## config.mk

```make
export PLATFORM = sky130hd
export DESIGN_NAME = tbcap_unit
export DESIGN_NICKNAME = d
export VERILOG_FILES = /design/src/rtl/tbcap_pkg.sv /design/src/rtl/tbcap_sync.sv /design/src/rtl/tbcap_cfg.sv /design/src/rtl/tbcap_core.sv /design/src/rtl/tbcap_unit.sv
export SDC_FILE = /design/constraint.sdc
export NUM_CORES = 1
export LEC_CHECK = 0
export BUFFER_PORTS_ARGS = -buffer_cell sky130_fd_sc_hd__clkbuf_2
export CORE_UTILIZATION = 55
export DETAILED_ROUTE_END_ITERATION = 7
export PLACE_DENSITY = 0.89
export SLEW_MARGIN = 10
export SYNTH_ARGS = -nofsm -noshare
export SYNTH_HDL_FRONTEND = slang
export SYNTH_HIERARCHICAL = 1
export SYNTH_SLANG_ARGS = --single-unit
export TNS_END_PERCENT = 1
```

## constraint.sdc

```tcl
create_clock -name clk -period 4.1 [get_ports clk]
set_clock_uncertainty 0.1 [all_clocks]
set_input_delay 0.41 -clock clk [delete_from_list [all_inputs] [get_ports clk]]
set_output_delay 0.41 -clock clk [all_outputs]
set_load 0.03 [all_outputs]
```

## src/rtl/tbcap_pkg.sv

```systemverilog
package tbcap_pkg;
    localparam int NUM_EVT  = 5;
    localparam int NUM_TRIG = 4;
    localparam int SRC_W    = 3;
    localparam int SEL_W    = $clog2(NUM_TRIG);

    // packed MSB first: bit 0 pt_en, [3:1] src, [4] xfer_en, [6:5] dst
    typedef struct packed {
        logic [SEL_W-1:0] dst;
        logic             xfer_en;
        logic [SRC_W-1:0] src;
        logic             pt_en;
    } cap_cfg_t;

    localparam int CFG_W = $bits(cap_cfg_t);
endpackage

```

## src/rtl/tbcap_sync.sv

```systemverilog
module tbcap_sync #(
    parameter int N = 5
) (
    input  logic         clk,
    input  logic         rst_n,
    input  logic [N-1:0] evt_in,
    output logic [N-1:0] evt_rise
);
    typedef struct packed {
        logic [N-1:0] s1;
        logic [N-1:0] s2;
        logic [N-1:0] prev;
    } sync_st_t;

    sync_st_t st_d, st_q;

    always_comb begin
        st_d      = st_q;
        st_d.s1   = evt_in;
        st_d.s2   = st_q.s1;
        st_d.prev = st_q.s2;
    end

    always_ff @(posedge clk or negedge rst_n) begin
        if (!rst_n) st_q <= '0;
        else        st_q <= st_d;
    end

    assign evt_rise = st_q.s2 & ~st_q.prev;

    for (genvar i = 0; i < N; i++) begin : g_chk
        // a detected edge never repeats on the next cycle
        p_single_edge_r3: assert property (@(posedge clk) disable iff (!rst_n)
            evt_rise[i] |=> !evt_rise[i]);
    end
endmodule

```

## src/rtl/tbcap_cfg.sv

```systemverilog
module tbcap_cfg
    import tbcap_pkg::*;
(
    input  logic             clk,
    input  logic             rst_n,
    input  logic             we,
    input  logic [CFG_W-1:0] wdata,
    output cap_cfg_t         cfg
);
    cap_cfg_t cfg_d, cfg_q;

    always_comb begin
        cfg_d = cfg_q;
        if (we) cfg_d = cap_cfg_t'(wdata);
    end

    always_ff @(posedge clk or negedge rst_n) begin
        if (!rst_n) cfg_q <= '0;
        else        cfg_q <= cfg_d;
    end

    assign cfg = cfg_q;

    p_cfg_load_r10: assert property (@(posedge clk) disable iff (!rst_n)
        we |=> cfg_q == cap_cfg_t'($past(wdata)));
endmodule

```

## src/rtl/tbcap_core.sv

```systemverilog
module tbcap_core
    import tbcap_pkg::*;
#(
    parameter int W = 16
) (
    input  logic                            clk,
    input  logic                            rst_n,
    input  logic [W-1:0]                    tb_count,
    input  logic [NUM_EVT-1:0]              evt_rise,
    input  cap_cfg_t                        cfg,
    input  logic                            sw_req,
    input  logic                            done_clr,
    output logic [W-1:0]                    cap_val,
    output logic [NUM_TRIG-1:0][W-1:0]      trig,
    output logic                            done
);
    typedef struct packed {
        logic [W-1:0]                 cap;
        logic [NUM_TRIG-1:0][W-1:0]   trig;
        logic                         done;
    } core_st_t;

    core_st_t st_d, st_q;
    logic     hw_hit;
    logic     fire;
    logic     copy_on;

    always_comb begin
        hw_hit = 1'b0;
        for (int i = 0; i < NUM_EVT; i++) begin
            if (cfg.src == SRC_W'(i + 1)) hw_hit = evt_rise[i];
        end
        fire    = hw_hit | sw_req;
        copy_on = cfg.pt_en & cfg.xfer_en;

        st_d = st_q;
        if (done_clr) st_d.done = 1'b0;
        if (fire) begin
            st_d.cap  = tb_count;
            st_d.done = 1'b1;
            for (int t = 0; t < NUM_TRIG; t++) begin
                if (copy_on && cfg.dst == SEL_W'(t)) st_d.trig[t] = tb_count >> 1;
            end
        end
    end

    always_ff @(posedge clk or negedge rst_n) begin
        if (!rst_n) st_q <= '0;
        else        st_q <= st_d;
    end

    assign cap_val = st_q.cap;
    assign trig    = st_q.trig;
    assign done    = st_q.done;

    p_sw_capture_r5: assert property (@(posedge clk) disable iff (!rst_n)
        sw_req |=> cap_val == $past(tb_count));
    p_reserved_src_r4: assert property (@(posedge clk) disable iff (!rst_n)
        (!sw_req && (cfg.src == 3'd6 || cfg.src == 3'd7)) |=> $stable(cap_val));
    p_done_set_r9: assert property (@(posedge clk) disable iff (!rst_n)
        fire |=> done);

    for (genvar t = 0; t < NUM_TRIG; t++) begin : g_trig_chk
        p_trig_half_r6: assert property (@(posedge clk) disable iff (!rst_n)
            (fire && copy_on && cfg.dst == SEL_W'(t)) |=> trig[t] == ($past(tb_count) >> 1));
        p_trig_keep_r7: assert property (@(posedge clk) disable iff (!rst_n)
            !(fire && copy_on && cfg.dst == SEL_W'(t)) |=> $stable(trig[t]));
    end
endmodule

```

## src/rtl/tbcap_unit.sv

```systemverilog
module tbcap_unit
    import tbcap_pkg::*;
#(
    parameter int CNT_W = 16
) (
    input  logic                 clk,
    input  logic                 rst_n,
    input  logic [CNT_W-1:0]     tb_count,
    input  logic [NUM_EVT-1:0]   evt_in,
    input  logic                 cfg_we,
    input  logic [CFG_W-1:0]     cfg_wdata,
    input  logic                 cap_wr,
    input  logic                 cap_wr_lsb,
    input  logic                 done_clr,
    output logic [CNT_W-1:0]     cap_val,
    output logic [CNT_W-1:0]     trig_c,
    output logic [CNT_W-1:0]     trig_d,
    output logic [CNT_W-1:0]     trig_e,
    output logic [CNT_W-1:0]     trig_f,
    output logic                 cap_done
);
    logic [NUM_EVT-1:0]            rise;
    cap_cfg_t                      cfg;
    logic [NUM_TRIG-1:0][CNT_W-1:0] trig;

    tbcap_sync #(.N(NUM_EVT)) u_sync (
        .clk(clk), .rst_n(rst_n), .evt_in(evt_in), .evt_rise(rise)
    );

    tbcap_cfg u_cfg (
        .clk(clk), .rst_n(rst_n), .we(cfg_we), .wdata(cfg_wdata), .cfg(cfg)
    );

    tbcap_core #(.W(CNT_W)) u_core (
        .clk(clk), .rst_n(rst_n), .tb_count(tb_count), .evt_rise(rise),
        .cfg(cfg), .sw_req(cap_wr & cap_wr_lsb), .done_clr(done_clr),
        .cap_val(cap_val), .trig(trig), .done(cap_done)
    );

    assign trig_c = trig[0];
    assign trig_d = trig[1];
    assign trig_e = trig[2];
    assign trig_f = trig[3];
endmodule

```

==> key figures, run 1 <==
Status
  – Status: finished, final reports clean

Worst setup path
  – Delay-heaviest family, CP: compound AO/OA/AOI/OAI gates
  – Crit-path max FO: 10
  – Crit-path max cell delay: 0.66 ns
  – Critical path origin: u_sync/st_q[1]
  – Instance count on the critical path: 6
  – Crit path kind: flop to flop
  – R2R depth: 6
  – Worst Setup End Kind: flop
  – Crit path required time: 4.24 ns
  – Buffers and inverters on the worst path: 1
  – Reg-to-Reg Start: u_sync/st_q[1]
  – WP data arrival: 2.71 ns
  – CP Cell Sequence: nor2b_4, mux2i_1, a211o_4, a2111oi_4, buf_4, mux2_2
  – Worst flop-to-flop path endpoint: u_core/trig[0]
  – R2R Setup Slk: 1.53 ns
  – Slowest CP cell: a2111oi_4
  – Setup crit end: u_core/trig[0]
  – Crit path launch type: flop

Cells and area
  – Most frequent cells in the layout: 109 x clkbuf_2, 99 x dfrtp_1, 47 x mux2_4, 37 x mux2_2, 10 x clkbuf_8
  – Final Util: 0.6984
  – Synthesis-to-layout area growth: 20.76%
  – Multi-input logic area: 1393 um2
  – Layout cells sized above 1: 0.6696
  – # fillers: 471
  – Register area: 2477 um2
  – Antenna cells: 0
  – Commonest non-fill, non-tap cell in the layout: clkbuf_2
  – Nets: 368

Logic synthesis
  – Sequential cell area fraction in the yosys report: 0.6236
  – Syn_area_per_cell: 18.39 um2
  – Synth cell types: 18
  – Syn. warnings: 6
  – Post-Syn Area: 3973 um2
  – Post-Syn Instances: 216
  – #FFs+latches synth: 99

Placement
  – DP Wirelength: 5536 um
  – Port buffer count: 110
  – Dpl ws: 1.530 ns
  – Routability Congestion: 0.7757

Worst hold path
  – Tightest Hold Check Type: input pin to asynchronous set/reset pin

GRT
  – Overflow left after global routing: 0
  – Number of antenna violations at the first check in global routing: 0
  – Vias in the first global route: 2413
  – First-pass GRT wire length: 12430 um
  – Largest net degree at the start of global routing: 73
  – Tot GR Track Use: 0.2242

STA
  – Final setup fails: 0
  – Max-slew violations: 0
  – Final Hold Vio Count: 0
  – Final Cycle Share: 0.6263
  – Worst-Margin Slew: 0.8896 ns
  – Final worst slack: 1.532 ns
  – Tmin final: 2.568 ns
  – Setup TNS: 0 ns
  – Maximum clock frequency: 389.4 MHz
  – RSZ-0062 raised after global routing: false
  – Relative slew margins: 0.4069

Detailed routing
  – DRT antenna net count: 0
  – WL/cell: 17.97 um
  – DR DRC count: 0
  – Initial DRC count: 73
  – DR pass1 iterations: 4
  – Vias: 2210
  – Drt total wl: 7817 um
  – Via density: 5.080

CTS
  – CTS buffer count: 9
  – Clk slew on worst S/H paths: 0.09 ns
  – CTS tree: built
  – Clk root buf: clkbuf_8
  – CTS Buffer Depth: 2
  – Worst-Skew Late Latency: 0.35 ns
  – CTS Hold Bufs: 0
  – Setup repair bufs after CTS: 0
  – CTS resizes: 0
  – Level count of the clock H-tree: 3
  – CTS Sinks: 99

Power and ir drop
  – Total chip power: 0.003581 W
  – Leakage: 2.304 nW
  – PD cells: 746.6 nW/um2
  – Peak supply drop: 0.4438 mV

Flow run
  – Max-Cap Viols: 0

Floorplan
  – Die area: 7566 um2
  – Chip Height: 86.99 um
  – Core area: 6869 um2
  – Initial core utilization: 0.5783
  – Die X: 86.99 um
  – # IOs: 115
  – Rows: 30
==> per-stage QoR <==
step           instance area [um2]  hold slack [ns]  instances
2_1_floorplan                 3984          0.01441        219
3_3_place_gp                  4596           0.2384        419
3_5_place_dp                  4596           0.2365        419
4_1_cts                       4797          0.05059        435
5_1_grt                       4797          0.05068        435
6_report                      4797          0.05748        435
==> synthesized netlist by cell type, drive strengths merged <==
| library cell | number | area [um2] |
|---|---|---|
| a211o | 1 | 17.52 |
| a21oi | 1 | 5.000 |
| a31oi | 1 | 21.27 |
| o21ai | 1 | 5.000 |
| dfrtp | 99 | 2477 |
| nor2b | 5 | 68.82 |
| and2 | 2 | 13.77 |
| a2111oi | 4 | 110.1 |
| conb | 1 | 3.750 |
| mux2 | 84 | 1122 |
| mux2i | 1 | 10.01 |
| nand2 | 1 | 3.750 |
| inv | 4 | 15.01 |
| buf | 11 | 98.84 |
==> worst min path at each step <==
| stage | cells past startpoint | slack [ns] | startpoint | endpoint |
|---|---|---|---|---|
| after floorplan | 0 | 0.01 | rst_n | u_cfg/cfg[0] |
| final | 1 | 0.06 | rst_n | u_core/done |
| after detailed placement | 0 | 0.24 | u_sync/st_d[8] | u_sync/st_d[3] |
| after CTS | 1 | 0.05 | evt_in[4] | u_sync/st_d[9] |
| after global routing | 1 | 0.05 | evt_in[4] | u_sync/st_d[9] |
| after global placement | 0 | 0.24 | u_sync/st_d[8] | u_sync/st_d[3] |
==> registers in the layout, indices dropped and copies added, names as in the netlist <==
signal          flops
u_core/done         1
u_sync/st_d        10
u_core/cap_val     16
u_core/trig        60
u_sync/st_q         5
u_cfg/cfg           7
==> report_power, final <==
group | leakage (nW) | switching, W | total [W] | internal, W
Clock | 0.0987 | 0.000321 | 0.000620 | 0.000299
Sequential | 1.15 | 0.000196 | 0.00149 | 0.00129
Combinational | 1.05 | 0.000917 | 0.00147 | 0.000556
==> per-layer routing <==
metal	global-route usage	vias to the layer above	wire (um)
met3	0.05024	9	424
met5	0	-	0
met2	0.3780	76	3983
li1	-	989	-
met4	0.08182	0	105
met1	0.2852	1136	3304
==> kinds of logic (layout without fill, tap and decap cells) <==
logic type / after synthesis / count (layout) / share of synthesized area
compound gates: 8 / 8 / 0.04000
buf+inv: 15 / 135 / 0.02866
flops: 99 / 99 / 0.6236
mux: 85 / 85 / 0.2850
other cells: 1 / 4 / 0.0009440
simple gates: 8 / 8 / 0.02173
==> layout make-up <==
cell class,instances,area share
Inverter,4,0.003130
Tap cell,96,0.02504
Multi-Input combinational cell,105,0.2903
Clock buffer,10,0.02869
Sequential cell,99,0.5164
Clock inverter,6,0.01330
Timing Repair Buffer,115,0.1231
Note: power is estimated with default switching activity, not from simulation.
==> inputs of run 2 (changes only) <==
Settings changed: CORE_UTILIZATION 55 to 46, PLACE_DENSITY 0.89 to 0.8.
Clock period 4.1 ns to 2.3 ns, I/O delays scaled along.
==> run 2 against run 1 <==
  * First-iteration DRC count grew 2.7%
  * Register-to-register slack lost 1.5 ns
  * Non-clock buffer count grew 19
  * Clock power grew 110%
  * Die area grew 19%
  * Cell count grew 6.2%
  * Critical path depth is the same
  * Flip-flop and latch count is the same
==> key figures, run 2 (synthesis gave the netlist of run 1 again) <==
STA
  – Max-slew violations: 0 (unchanged)
  – Final Hold Vio Count: 0 (unchanged)
  – Worst-Margin Slew: 0.5926 ns (-0.2970 ns)
  – Relative slew margins: 0.6049 (+0.1980)
  – Final setup fails: 0 (unchanged)
  – Maximum clock frequency: 447.3 MHz (+15%)
  – Setup TNS: 0 ns (unchanged)
  – Final Cycle Share: 0.9721 (+0.3458)
  – RSZ-0062 raised after global routing: false
  – Tmin final: 2.236 ns (-0.3321 ns)

CTS
  – CTS tree: built
  – Worst-Skew Late Latency: 0.35 ns (about the same)
  – CTS buffer count: 9 (unchanged)
  – Level count of the clock H-tree: 3 (unchanged)
  – Clk root buf: clkbuf_8
  – Clk slew on worst S/H paths: 0.09 ns (about the same)
  – CTS Buffer Depth: 2 (unchanged)
  – CTS Sinks: 99 (unchanged)
  – Setup repair bufs after CTS: 0 (unchanged)

GRT
  – Overflow left after global routing: 0 (unchanged)
  – Tot GR Track Use: 0.1915 (-0.03275)
  – Number of antenna violations at the first check in global routing: 0 (unchanged)
  – First-pass GRT wire length: 12630 um (+1.6%)
  – Largest net degree at the start of global routing: 47 (-36%)
  – Vias in the first global route: 2407 (-0.25%)

Floorplan
  – Core area: 8299 um2 (+21%)
  – Rows: 33 (+10%)
  – # IOs: 115 (unchanged)
  – Die area: 9012 um2 (+19%)
  – Initial core utilization: 0.4787 (-0.09966)
  – Die X: 94.93 um (+9.1%)
  – Chip Height: 94.93 um (+9.1%)

Detailed routing
  – DR pass1 iterations: 4 (unchanged)
  – Vias: 2275 (+2.9%)
  – DR DRC count: 0 (unchanged)
  – Drt total wl: 8022 um (+2.6%)
  – DRT antenna net count: 0 (unchanged)
  – Via density: 4.924 (-3.1%)
  – WL/cell: 17.36 um (-3.4%)
  – Initial DRC count: 75 (+2.7%)

Power and ir drop
  – Peak supply drop: 0.7110 mV (+60%)
  – Total chip power: 0.006586 W (+84%)
  – Leakage: 2.417 nW (+4.9%)
  – PD cells: 1302 nW/um2 (+74%)

Worst hold path
  – Tightest Hold Check Type: input pin to flop
  – Hold path endpoint: u_cfg/cfg[1]
  – Min-delay src: cfg_wdata[1]
  – Hold path cells: 2

Cells and area
  – Nets: 387 (+5.2%)
  – Most frequent cells in the layout: 109 x clkbuf_2, 99 x dfrtp_1, 47 x mux2_4, 37 x mux2_2, 13 x dlygate4sd3_1
  – Largest register FFs: 60 (unchanged)
  – Final Util: 0.6094 (-0.08898)
  – Synthesis-to-layout area growth: 27.31%
  – Antenna cells: 0 (unchanged)
  – Layout cells sized above 1: 0.6471 (-0.02256)
  – Commonest non-fill, non-tap cell in the layout: clkbuf_2

Worst setup path
  – Worst Setup End Kind: flop
  – Crit-path max FO: 9 (-1)
  – R2R Setup Slk: 0.06 ns (-1.47 ns)
  – Crit path launch type: flop
  – R2R depth: 6 (unchanged)
  – Crit path required time: 2.44 ns (-1.80 ns)
  – WP data arrival: 2.38 ns (-0.33 ns)
  – Crit path kind: flop to flop
  – Worst flop-to-flop path endpoint: u_core/trig[1]
  – Reg-to-Reg Start: u_sync/st_q[1]

Placement
  – Routability Congestion: 0.7276 (-6.2%)
  – DP Wirelength: 5602 um (+1.2%)
  – Port buffer count: 110 (unchanged)

Flow run
  – Max-Cap Viols: 0 (unchanged)

Status
  – Status: finished, final reports clean
run 2: cell types whose count changed in the layout (fill, tap and decap cells not counted):
cell / before / now
buf_12: 0 / 3
buf_4: 6 / 7
buf_6: 0 / 2
bufinv_16: 1 / 3
clkbuf_1: 0 / 1
clkbuf_8: 10 / 9
clkinv_2: 2 / 1
clkinvlp_4: 2 / 1
dlygate4sd3_1: 0 / 13
inv_6: 1 / 0
run 2: worst max path at each step:
stage | startpoint | end | cells past startpoint
floorplan | u_sync/st_q[2] | u_core/trig[10] | 6
global placement | u_sync/st_q[2] | u_core/trig[52] | 6
detailed placement | u_sync/st_q[1] | u_core/trig[1] | 6
CTS | u_sync/st_q[1] | u_core/trig[1] | 6
global route | u_sync/st_q[1] | u_core/trig[19] | 6
finish | u_sync/st_q[1] | u_core/trig[1] | 6
run 2: report_power, final:
| group | leakage [nW] | internal (W) | switching [W] | total [W] |
|---|---|---|---|---|
| logic | 1.15 | 0.00102 | 0.00161 | 0.00263 |
| clock network | 0.112 | 0.000716 | 0.000570 | 0.00129 |
| registers | 1.15 | 0.00230 | 0.000363 | 0.00267 |
run 2: cell type report:
type	instances	area (um2)
inverter	4	15.01
sequential	99	2477
clock buffer	10	127.6
fill	627	3242
timing repair buffer	134	810.8
tap	105	131.4
clock inverter	5	102.6
multi-input combinational	105	1393
run 2: timing repair:
action,4_1_cts,5_1_grt
hold buffers,13,0
gates resized for setup,0,2
hold endpoints to repair,56,0
endpoints found under the setup margin,0,8
run 2: per-layer routing:
metal  up-vias  global-route usage  share of wire
met3        17             0.06200          0.068
li1       1023                   -              -
met4         0             0.07828          0.022
met2        96              0.2914           0.46
met1      1139              0.2531           0.45
met5         -                   0              0
run 2: critical path, stage by stage (launching register included):
cell and delay (ns):
dfrtp_1 0.41, nor2b_4 0.11, mux2i_1 0.08, a211o_4 0.40, a2111oi_4 0.38, buf_4 0.28, mux2_2 0.36
run 2: per-stage QoR:
step	hold WS (ns)	setup WS, ns	instance area [um2]	cells
finish	0.02511	0.06428	5057	462
global route	0.005836	0.001782	5057	462
CTS	0.008241	0.04642	5050	462
detailed placement	0.1796	0.06120	4690	434
global placement	0.1686	0.09430	4690	434
floorplan	-0.1656	0.09575	3984	219
==> inputs of run 3 (changes only) <==
Settings changed: CORE_UTILIZATION 46 to 51, PLACE_DENSITY 0.8 to 0.84.
Clock period 2.3 ns to 2.4 ns, I/O delays scaled along.
==> run 3 against run 2 <==
  * Cell area shrank 1.9%
  * Flip-flop and latch count did not move
  * Largest cell class unchanged
  * Cell count is 1.9% lower
  * Maximum frequency shrank 0.49%
  * Non-clock buffer count shrank 3
  * Critical path depth did not move
  * Combinational power shrank 4%
  * Die area shrank 9.6%
  * Clock-buffer cell count decreased by 1
  * Core utilization up 6.0 points
  * First-iteration DRC count decreased by 1.3%
  * Via count decreased by 2.2%
==> key figures, run 3 (synthesis gave the netlist of run 1 again) <==
CTS
  – CTS tree: built
  – CTS Sinks: 99 (unchanged)
  – Setup repair bufs after CTS: 0 (unchanged)
  – Level count of the clock H-tree: 3 (unchanged)
  – Clk root buf: clkbuf_8
  – Clk slew on worst S/H paths: 0.09 ns (about the same)
  – CTS resizes: 0 (unchanged)
  – CTS Buffer Depth: 2 (unchanged)
  – CTS buffer count: 9 (unchanged)
  – Worst-Skew Late Latency: 0.35 ns (about the same)

STA
  – RSZ-0062 raised after global routing: false
  – Maximum clock frequency: 445.1 MHz (-0.49%)
  – Worst-Margin Slew: 0.5495 ns (-0.04311 ns)
  – Final Cycle Share: 0.9361 (-0.03594)
  – Tmin final: 2.247 ns (+0.01095 ns)
  – Max-slew violations: 0 (unchanged)
  – Worst Hold Margin: 0.01965 ns (-0.005459 ns)
  – Final setup fails: 0 (unchanged)
  – Setup TNS: 0 ns (unchanged)
  – Final Hold Vio Count: 0 (unchanged)
  – Relative slew margins: 0.6337 (+0.02874)

Cells and area
  – Synthesis-to-layout area growth: 24.91%
  – Finished Cell Area: 4962 um2 (-1.9%)
  – Nets: 384 (-0.78%)
  – Largest register FFs: 60 (unchanged)
  – Final Util: 0.6698 (+0.06044)
  – Most frequent cells in the layout: 109 x clkbuf_2, 99 x dfrtp_1, 47 x mux2_4, 37 x mux2_2, 10 x dlygate4sd3_1
  – Commonest non-fill, non-tap cell in the layout: clkbuf_2
  – Antenna cells: 0 (unchanged)
  – # fillers: 532 (-15%)
  – Layout cells sized above 1: 0.6554 (+0.008308)

Placement
  – DP Wirelength: 5526 um (-1.3%)
  – Routability Congestion: 0.7466 (+2.6%)
  – Port buffer count: 110 (unchanged)
  – Post-DP Area: 4695 um2 (+0.11%)

Floorplan
  – # IOs: 115 (unchanged)
  – Core area: 7408 um2 (-11%)
  – Initial core utilization: 0.5362 (+0.05756)
  – Chip Height: 90.26 um (-4.9%)
  – Die area: 8146 um2 (-9.6%)
  – Rows: 31 (-6.1%)
  – Die X: 90.26 um (-4.9%)

Worst setup path
  – WP data arrival: 2.39 ns (about the same)
  – R2R Setup Slk: 0.15 ns (+0.09 ns)
  – Worst Setup End Kind: flop
  – Crit path launch type: flop
  – Crit path required time: 2.54 ns (+0.10 ns)
  – Crit path kind: flop to flop
  – Crit-path max FO: 10 (+1)

GRT
  – Largest net degree at the start of global routing: 45 (-4.3%)
  – First-pass GRT wire length: 12740 um (+0.87%)
  – Tot GR Track Use: 0.2054 (+0.01392)
  – Number of antenna violations at the first check in global routing: 0 (unchanged)
  – Overflow left after global routing: 0 (unchanged)
  – Vias in the first global route: 2346 (-2.5%)

Power and ir drop
  – Leakage: 2.364 nW (-2.2%)
  – PD cells: 1206 nW/um2 (-7.4%)
  – Peak supply drop: 0.8009 mV (+13%)

Detailed routing
  – DRT antenna net count: 0 (unchanged)
  – Drt total wl: 7799 um (-2.8%)
  – Vias: 2225 (-2.2%)
  – Initial DRC count: 74 (-1.3%)
  – DR pass1 iterations: 4 (unchanged)
  – DR DRC count: 0 (unchanged)
  – WL/cell: 17.22 um (-0.85%)
  – Via density: 4.912 (-0.25%)

Flow run
  – Max-Cap Viols: 0 (unchanged)

Status
  – Status: finished, final reports clean

Worst hold path
  – Tightest Hold Check Type: input pin to flop
-- run 3: cell count changes in the layout (fill, tap and decap cells not counted), sizes merged --
| cell | delta |
|---|---|
| bufinv | -3 |
| clkbuf | -1 |
| clkinv | +1 |
| clkinvlp | +3 |
| dlygate4sd3 | -3 |
-- run 3: final timing paths --
path,startpoint,cells after the start,endpoint
setup / recovery,u_sync/st_q[1],6,u_core/trig[16]
hold / removal,cfg_wdata[6],2,u_cfg/cfg[6]
setup reg to reg,u_sync/st_q[1],6,u_core/trig[16]
hold reg to reg,u_sync/st_d[6],0,u_sync/st_d[1]
max in group asynchronous,rst_n,3,u_core/trig[18]
min in group asynchronous,rst_n,2,u_core/trig[44]
-- run 3: final cells by class --
cell class | count | area, um2 | area share
Clock buffer | 9 | 123.9 | 0.02496
Clock inverter | 6 | 43.79 | 0.008825
Inverter | 4 | 15.01 | 0.003026
Multi-Input combinational cell | 105 | 1393 | 0.2806
Sequential cell | 99 | 2477 | 0.4992
Tap cell | 99 | 123.9 | 0.02496
Timing Repair Buffer | 131 | 785.8 | 0.1583
-- run 3: critical path, stage by stage (launching register included) --
cell       delay (ns)
dfrtp_1          0.40
nor2b_4          0.10
mux2i_1          0.08
a211o_4          0.40
a2111oi_4        0.39
buf_4            0.30
mux2_2           0.36
-- run 3: through the flow --
step / setup WS [ns] / cells / power [W]
6_report: 0.1533 / 453 / 0.005986
5_1_grt: 0.07475 / 453 / 0.006263
4_1_cts: 0.1363 / 453 / 0.006044
3_5_place_dp: 0.1515 / 428 / 0.005091
3_3_place_gp: 0.1738 / 428 / 0.005028
2_1_floorplan: 0.1958 / 219 / 0.004302
-- run 3: what timing repair did --
item,4_1_cts,5_1_grt
hold buffers,10,0
setup endpoints to repair,0,0
endpoints found under the hold margin,48,0
-- run 3: metal layers --
layer,global-route usage,wire length [um],vias up
met3,0.04461,317,7
met1,0.2789,3470,1142
met2,0.3232,3893,61
li1,-,-,1015
met5,0,0,-
met4,0.08468,118,0
-- run 3: report_power, final --
group | leakage, nW | internal (W) | switching, W
registers | 1.15 | 0.00221 | 0.000325
logic | 1.14 | 0.000974 | 0.00155
clock network | 0.0733 | 0.000370 | 0.000559
